--- src/rtl/dbg_entry_pkg.sv ---
`timescale 1ns/1ps
package dbg_entry_pkg;
  typedef enum logic [1:0] {
    CAUSE_NONE  = 2'd0,
    CAUSE_SW    = 2'd1,
    CAUSE_BP    = 2'd2,
    CAUSE_TRACE = 2'd3
  } cause_e;

  localparam logic [2:0] REG_CTRL  = 3'd0;
  localparam logic [2:0] REG_TRACE = 3'd1;
  localparam logic [2:0] REG_BPCNT = 3'd2;
  localparam logic [2:0] REG_SNAP  = 3'd3;
  localparam logic [2:0] REG_STAT  = 3'd4;
endpackage

--- src/rtl/dbg_trace_step.sv ---
`timescale 1ns/1ps
module dbg_trace_step #(
  parameter int CNT_W = 16
) (
  input  logic             clk,
  input  logic             rst,
  input  logic             halted,
  input  logic             en,
  input  logic             retire_ok,
  input  logic             ld,
  input  logic [CNT_W-1:0] ld_val,
  output logic [CNT_W-1:0] cnt,
  output logic             due
);
  logic at_zero;
  assign at_zero = (cnt == '0);
  assign due     = !halted && en && retire_ok && at_zero;

  always_ff @(posedge clk) begin
    if (rst)
      cnt <= '0;
    else if (ld)
      cnt <= ld_val;
    else if (!halted && en && retire_ok && !at_zero)
      cnt <= cnt - 1'b1;
  end
endmodule

--- src/rtl/dbg_bp_gate.sv ---
`timescale 1ns/1ps
module dbg_bp_gate #(
  parameter int CNT_W = 16
) (
  input  logic             clk,
  input  logic             rst,
  input  logic             halted,
  input  logic             en,
  input  logic             retire_ok,
  input  logic             fetch_hit,
  input  logic             data_hit,
  input  logic             flush,
  input  logic             ld,
  input  logic [CNT_W-1:0] ld_val,
  output logic [CNT_W-1:0] cnt,
  output logic             data_pend,
  output logic             due
);
  logic at_zero, match;
  assign at_zero = (cnt == '0);
  assign match   = !halted && en && retire_ok && (fetch_hit || data_hit);
  assign due     = !halted && retire_ok &&
                   ((en && fetch_hit && at_zero) || data_pend);

  always_ff @(posedge clk) begin
    if (rst)
      cnt <= '0;
    else if (ld)
      cnt <= ld_val;
    else if (match && !at_zero)
      cnt <= cnt - 1'b1;
  end

  always_ff @(posedge clk) begin
    if (rst || flush || due)
      data_pend <= 1'b0;
    else if (match && data_hit && at_zero)
      data_pend <= 1'b1;
  end
endmodule

--- src/rtl/dbg_entry_ctrl.sv ---
`timescale 1ns/1ps
module dbg_entry_ctrl
  import dbg_entry_pkg::*;
#(
  parameter int DATA_W = 24,
  parameter int CNT_W  = 16
) (
  input  logic              clk,
  input  logic              rst,
  input  logic              ins_latch,
  input  logic              ins_retire,
  input  logic              ins_abort,
  input  logic              swreq_valid,
  input  logic              swreq_cond,
  input  logic              fetch_bp_hit,
  input  logic              data_bp_hit,
  input  logic              pdb_valid,
  input  logic [DATA_W-1:0] pdb_data,
  input  logic              host_we,
  input  logic [2:0]        host_addr,
  input  logic [DATA_W-1:0] host_wdata,
  output logic [DATA_W-1:0] host_rdata,
  output logic              dbg_entry,
  output logic              dbg_halted,
  output logic [1:0]        dbg_cause
);
  logic              trace_en, bp_en, sw_pend;
  logic              retire_ok, resume, fire;
  logic              sw_due, bp_due, tr_due, data_pend;
  logic [CNT_W-1:0]  trace_cnt, bp_cnt;
  logic [DATA_W-1:0] snap;
  cause_e            cause_q, cause_d;

  assign retire_ok = ins_retire && !ins_abort;
  assign resume    = host_we && (host_addr == REG_STAT) && host_wdata[0];
  assign sw_due    = !dbg_halted && sw_pend && ins_latch;
  assign fire      = !dbg_halted && (sw_due || bp_due || tr_due);

  always_comb begin
    if (sw_due)      cause_d = CAUSE_SW;
    else if (bp_due) cause_d = CAUSE_BP;
    else             cause_d = CAUSE_TRACE;
  end

  dbg_trace_step #(.CNT_W(CNT_W)) u_trace (
    .clk(clk), .rst(rst), .halted(dbg_halted), .en(trace_en),
    .retire_ok(retire_ok),
    .ld(host_we && host_addr == REG_TRACE),
    .ld_val(host_wdata[CNT_W-1:0]),
    .cnt(trace_cnt), .due(tr_due)
  );

  dbg_bp_gate #(.CNT_W(CNT_W)) u_bp (
    .clk(clk), .rst(rst), .halted(dbg_halted), .en(bp_en),
    .retire_ok(retire_ok), .fetch_hit(fetch_bp_hit), .data_hit(data_bp_hit),
    .flush(resume || fire),
    .ld(host_we && host_addr == REG_BPCNT),
    .ld_val(host_wdata[CNT_W-1:0]),
    .cnt(bp_cnt), .data_pend(data_pend), .due(bp_due)
  );

  // software request waits for a later latch strobe
  always_ff @(posedge clk) begin
    if (rst || resume || fire)
      sw_pend <= 1'b0;
    else if (!dbg_halted && swreq_valid && swreq_cond)
      sw_pend <= 1'b1;
  end

  always_ff @(posedge clk) begin
    if (rst) begin
      dbg_entry  <= 1'b0;
      dbg_halted <= 1'b0;
      cause_q    <= CAUSE_NONE;
    end else begin
      dbg_entry <= fire;
      if (fire) begin
        dbg_halted <= 1'b1;
        cause_q    <= cause_d;
      end else if (resume) begin
        dbg_halted <= 1'b0;
        cause_q    <= CAUSE_NONE;
      end
    end
  end
  assign dbg_cause = cause_q;

  always_ff @(posedge clk) begin
    if (rst) begin
      trace_en <= 1'b0;
      bp_en    <= 1'b0;
      snap     <= '0;
    end else begin
      if (host_we && host_addr == REG_CTRL) begin
        trace_en <= host_wdata[0];
        bp_en    <= host_wdata[1];
      end
      if (host_we && host_addr == REG_SNAP)
        snap <= host_wdata;
      else if (pdb_valid && !dbg_halted)
        snap <= pdb_data;
    end
  end

  always_ff @(posedge clk) begin
    if (rst)
      host_rdata <= '0;
    else begin
      case (host_addr)
        REG_CTRL:  host_rdata <= DATA_W'({bp_en, trace_en});
        REG_TRACE: host_rdata <= DATA_W'(trace_cnt);
        REG_BPCNT: host_rdata <= DATA_W'(bp_cnt);
        REG_SNAP:  host_rdata <= snap;
        REG_STAT:  host_rdata <= DATA_W'({cause_q, dbg_halted});
        default:   host_rdata <= '0;
      endcase
    end
  end
endmodule

--- config.mk ---
export PLATFORM = sky130hd
export DESIGN_NAME = dbg_entry_ctrl
export DESIGN_NICKNAME = d
export VERILOG_FILES = /design/src/rtl/dbg_entry_pkg.sv /design/src/rtl/dbg_trace_step.sv /design/src/rtl/dbg_bp_gate.sv /design/src/rtl/dbg_entry_ctrl.sv
export SDC_FILE = /design/constraint.sdc
export NUM_CORES = 1
export LEC_CHECK = 0
export BUFFER_PORTS_ARGS = -buffer_cell sky130_fd_sc_hd__buf_2
export CAP_MARGIN = 40
export CORE_UTILIZATION = 59
export CTS_CLUSTER_DIAMETER = 30
export DETAILED_ROUTE_END_ITERATION = 8
export HOLD_SLACK_MARGIN = 0.12
export PLACE_DENSITY = 0.85
export SKIP_CTS_REPAIR_TIMING = 1
export SYNTH_ARGS = -nofsm -noshare
export SYNTH_HDL_FRONTEND = slang
export SYNTH_SLANG_ARGS = --single-unit
--- constraint.sdc ---
create_clock -name clk -period 3.2 [get_ports clk]
set_input_delay 0.32 -clock clk [delete_from_list [all_inputs] [get_ports clk]]
set_output_delay 0.32 -clock clk [all_outputs]
set_load 0.01 [all_outputs]
[After elaboration in Yosys (flattened, before gate mapping)]
Cells that the tools add are included.
Word-level totals
  bits in registers: 88
  input port bits: 62
  output and inout port bits: 28
Cells by class
  add/subtract/negate cells: 2
  equal/unequal tests: 4
  multiplexer cells: 13
  reduce and logical (&&, ||, !) cells: 47
Operators by type and width (number)
  case mux 24 bit (5 select lines): 1
  two-way mux 16 bit: 4
  two-way mux 24 bit: 2
  zero test 16 bit: 2
  subtractor 16 x 1 -> 16 bit (second input constant): 2
  logical AND 1 bit: 27
  logical OR 1 bit: 9
  nonzero test 2 bit: 4
  equality test 3 x 2 -> 1 bit (second input constant): 2
  two-way mux 2 bit: 3
  zero test 1 bit: 4
  equality test 3 x 1 -> 1 bit (second input constant): 1
  equality test 3 bit (second input constant): 1
  zero test 3 bit: 1
  two-way mux 1 bit: 3

[Longest topological paths before layout]
  depth after elaboration: 10
  gate-level depth with buffers: 8
  gate-level depth less buffers: 7

[Modules after synthesis]
From an unflattened synthesis, not the netlist that was laid out.
Unflattened totals
  cells, all modules: 527
  area, all modules: 4857.2 µm²
Modules (own cells, without submodules)
  dbg_entry_ctrl: times used 1, cells each 251, area each 2585.0 µm², seq. area each 1101.1 µm²
  dbg_bp_gate: times used 1, cells each 146, area each 1179.9 µm², seq. area each 340.3 µm²
  dbg_trace_step: times used 1, cells each 130, area each 1092.3 µm², seq. area each 320.3 µm²

[Worst setup path after synthesis]
OpenSTA, ideal clock, no wires.
  path type: register -> register
  start point: reg u_bp.cnt[7]
  end point: reg u_bp.cnt[14]
  arrival: 2.029 ns
  required time: 3.112 ns
  path slack: 1.082 ns
  cell stages (with the launch flop): 6
  buffers on the path: 1
  path through: dfxtp_1 -> or4_4 -> or3_1 -> buf_6 -> or4_4 -> a311oi_2
Between the ends
  word-level cells in the longest chain between the ends: 4
  elaborated cells between the ends (all ways): 7
  those cells by class: add/sub: 1; mux: 2; reduce/logical: 4
RTL lines
  start: declaration: line dbg_bp_gate.sv:15  | output logic [CNT_W-1:0] cnt,
  start signal: assignment: line dbg_bp_gate.sv:29  | cnt <= ld_val;
  start signal: assignment: line dbg_bp_gate.sv:31  | cnt <= cnt - 1'b1;
  parallel branches: the longest is 4 deep, another holds subtractor 16 x 1 -> 16 bit
Several ways; the timed one is not identified. The select of a mux whose other input is x is not followed.
A chain may end at the register's enable or synchronous reset.

[Worst setup path in the final report]
  start point: reg dbg_halted
  end point: reg u_bp.cnt[9]
Between the ends
  word-level cells in the longest chain between the ends: 6
RTL lines
  start: declaration: line dbg_entry_ctrl.sv:24  | output logic dbg_halted,
  start signal: assignment: line dbg_entry_ctrl.sv:73  | dbg_halted <= 1'b0;
  start signal: assignment: line dbg_entry_ctrl.sv:78  | dbg_halted <= 1'b1;
  start signal: assignment: line dbg_entry_ctrl.sv:81  | dbg_halted <= 1'b0;
  zero test 1 bit: line dbg_bp_gate.sv:21  | assign match = !halted && en && retire_ok && (fetch_hit || data_hit);
  logical AND 1 bit (3 in series): line dbg_bp_gate.sv:21
  logical AND 1 bit: line dbg_bp_gate.sv:30  | else if (match && !at_zero)
  nonzero test 2 bit (no line)
No other way between the ends.

==> key figures <==
Detailed routing
  • DRC viols: 0
  • 1st-pass router iterations: 5
  • Wirelength per Cell: 17.4 um
  • Post-route ant nets: 0
  • Via/cell ratio: 6.08
  • Vias: 4036
  • Total routed wirelength: 11500 um
  • 1st-iter DRT viols: 343

Flow run
  • Max-cap violation count: 0

Clock tree
  • Clock-pin slew on the worst setup and hold paths: 0.10 ns
  • CTS tree: done
  • Total CTS buffers: 9
  • Later-pin clock latency in the skew report: 0.36 ns
  • # H-tree levels: 3
  • Max clock buf depth: 2
  • CTS root buf: clkbuf_8
  • CTS sink cnt: 88

Floorplanning
  • Die X-Extent: 88.1 um
  • Initial core utilization: 60.6%
  • Height of the chip: 88.1 um
  • Core ar.: 0.00721 mm2
  • Io pins: 90
  • Cell Rows: 31
  • Total Die Area: 0.00776 mm2

Critical path
  • Worst-path maximum fanout: 9
  • R2R cell count: 5
  • Worst setup path class: register to register
  • Crit end category: register
  • Critical Path RT: 3.47 ns
  • Flop2flop setup slack: 0.81 ns
  • Endpoint of the worst register-to-register path: u_bp.cnt[9]
  • Reg2Reg Launch Point: dbg_halted
  • Worst setup SP type: register
  • Worst path arrival time: 2.66 ns

Pwr
  • Clock power frac: 31.9%
  • Comb power frac: 15.0%
  • Cell Pwr Density: 444 mW/mm2
  • Sequential share of power: 53.1%
  • Int Pwr: 1.57 mW
  • P_sw: 0.663 mW
  • Max IR drop VDD: 206 uV
  • Leak: 2.03 nW
  • Total chip power: 2.23 mW
  • Sw Share: 29.7%

Logic synthesis
  • Syn_nets: 557
  • Yosys Warn Count: 0
  • Cell with the most instances after synthesis: dfxtp_1
  • EDFF count, synth: 0
  • Ys flop type: dfxtp_1
  • Post-Synthesis Cells: 491
  • Largest area contributor in the netlist: dfxtp_1
  • Post-synth ARST share: 0%
  • Post-synthesis register bit count: 88
  • Sequential share of the synthesized area: 40.3%
  • Syn Std Cell Area: 0.00437 mm2
  • Syn Area/Cell: 8.91 um2
  • Main area contributors after synthesis: dfxtp_1 40%, a211oi_1 7.7%, nor2_1 7.4%
  • Yosys cell types: 55
  • Post-synth top area share: 40.3%
  • Synth top cells by count: 88 x dfxtp_1, 86 x nor2_1, 45 x a211oi_1

STA
  • Achievable Freq: 418 MHz
  • Slew HR: 43.6%
  • Hold_ws: 0.247 ns
  • Worst-case clock skew: 0.00952 ns
  • Endpoints failing setup: 0
  • Minimum clock period: 2.39 ns
  • Final setup margin: 0.806 ns
  • Final TNS setup: 0 ns
  • Final hold viol count: 0
  • Fin. max-slew vios: 0
  • RSZ-0062 raised after global routing: no
  • Final Cycle Share: 74.8%
  • Worst-margin pin slew: 0.844 ns

Final layout
  • Final net count: 626
  • Post-route insts no fill: 664
  • Fillcell total: 580
  • Antenna diodes: 0
  • Layout area overhead: 15.0%
  • Layout cells sized above 1: 24.8%

Placement
  • Placed insts: 648
  • Dpl ws: 0.817 ns
  • HPWL after detailed placement: 8310 um
  • IO Port Bufs: 89
  • Routability Congestion: 0.908

Global route
  • Largest net degree at the start of global routing: 49
  • Grt ovf: 0
  • Initial antenna violation count: 0
  • Vias in the first global route: 3609
  • First-pass GRT wire length: 17800 um
  • Total GRT Usage: 29.9%

Min path
  • Worst Hold Path EP: snap[16]
  • Worst Hold Launch: host_wdata[16]
  • Worst Hold Path Cells: 3
  • Worst min path class: input port to register

Run status
  • Status: finished clean
[worst max-delay path, stage by stage (launching register included)]
cell and delay (ns):
dfxtp_1 0.41, or3b_1 0.55, nor4_2 0.45, o211ai_2 0.19, or4_1 0.42, a311oi_1 0.28
[state kept, by name, indices dropped and copies added, names as in the netlist]
register        flops
bp_en               1
dbg_cause           2
dbg_entry           1
dbg_halted          1
host_rdata         24
snap               24
sw_pend             1
trace_en            1
u_bp.cnt           16
u_bp.data_pend      1
u_trace.cnt        16
[cells by family after synthesis]
logic type	count (synthesis)	synth area share (%)
and+or+nand+nor	184	21.8
xor gates and xnor gates	21	4.21
DFF	88	40.3
muxes	43	10.2
AOI/OAI and AO/OA	107	18.4
buffers and inverters	44	4.01
adders and majority gates	4	1.14
[through the flow]
stage / instance area [um2] / utilization (%)
finish: 5030 / 69.7
global route: 5030 / 69.7
CTS: 5030 / 69.7
detailed placement: 4850 / 67.2
global placement: 4830 / 67.0
floorplan: 4370 / -
[power by group through the flow]
| stage | registers, mW | logic [mW] | clock network, mW |
|---|---|---|---|
| 5_1_grt | 1.19 | 0.364 | 0.769 |
| 6_report | 1.18 | 0.335 | 0.712 |
| 3_5_place_dp | 1.21 | 0.327 | 0 |
| 3_3_place_gp | 1.21 | 0.318 | 0 |
| 2_1_floorplan | 1.20 | 0.230 | 0 |
| 4_1_cts | 1.18 | 0.329 | 0.714 |
[metal layers]
metal | share of wire, % | GRT usage, % | vias up
li1 | - | - | 1930
met1 | 46 | 42.9 | 1925
met2 | 46 | 46.2 | 167
met3 | 7.2 | 4.24 | 14
met4 | 1.1 | 9.68 | 0
met5 | 0 | 0 | -
[layout make-up]
class                           instances  area, um2  share of cell area [%]
Multi-Input combinational cell        359       2440                    48.5
Sequential cell                        88       1760                    35.0
Timing Repair Buffer                   96        505                    10.1
Clock buffer                            9        124                    2.46
Tap cell                               99        124                    2.46
Clock inverter                          7       53.8                    1.07
Inverter                                6       22.5                   0.448
[cells in the final DEF (no fill, tap or decap), types with 6 or more instances in the layout]
master and n:
nand4_1 8, a311oi_1 7, buf_2 89, nor3_1 6, and2_1 9, buf_4 6
o21ai_0 11, dfxtp_1 88, nand2_1 16, nor2_1 86, a211oi_1 45, mux2i_1 30
mux2_2 13, xor2_1 17, a22oi_1 14, nand4b_1 6, inv_1 6, nand3_1 10
clkbuf_8 9, a21oi_1 6, nand2b_1 6
[worst max-delay path by stage]
stage | startpoint | end
global route | u_bp.cnt[0] | dbg_cause[0]
detailed placement | u_bp.cnt[0] | dbg_cause[0]
floorplan | u_bp.cnt[7] | u_bp.cnt[14]
CTS | u_bp.cnt[0] | dbg_cause[0]
finish | dbg_halted | u_bp.cnt[9]
global placement | u_bp.cnt[7] | u_bp.cnt[14]
Power figures use the tool's default switching activity.
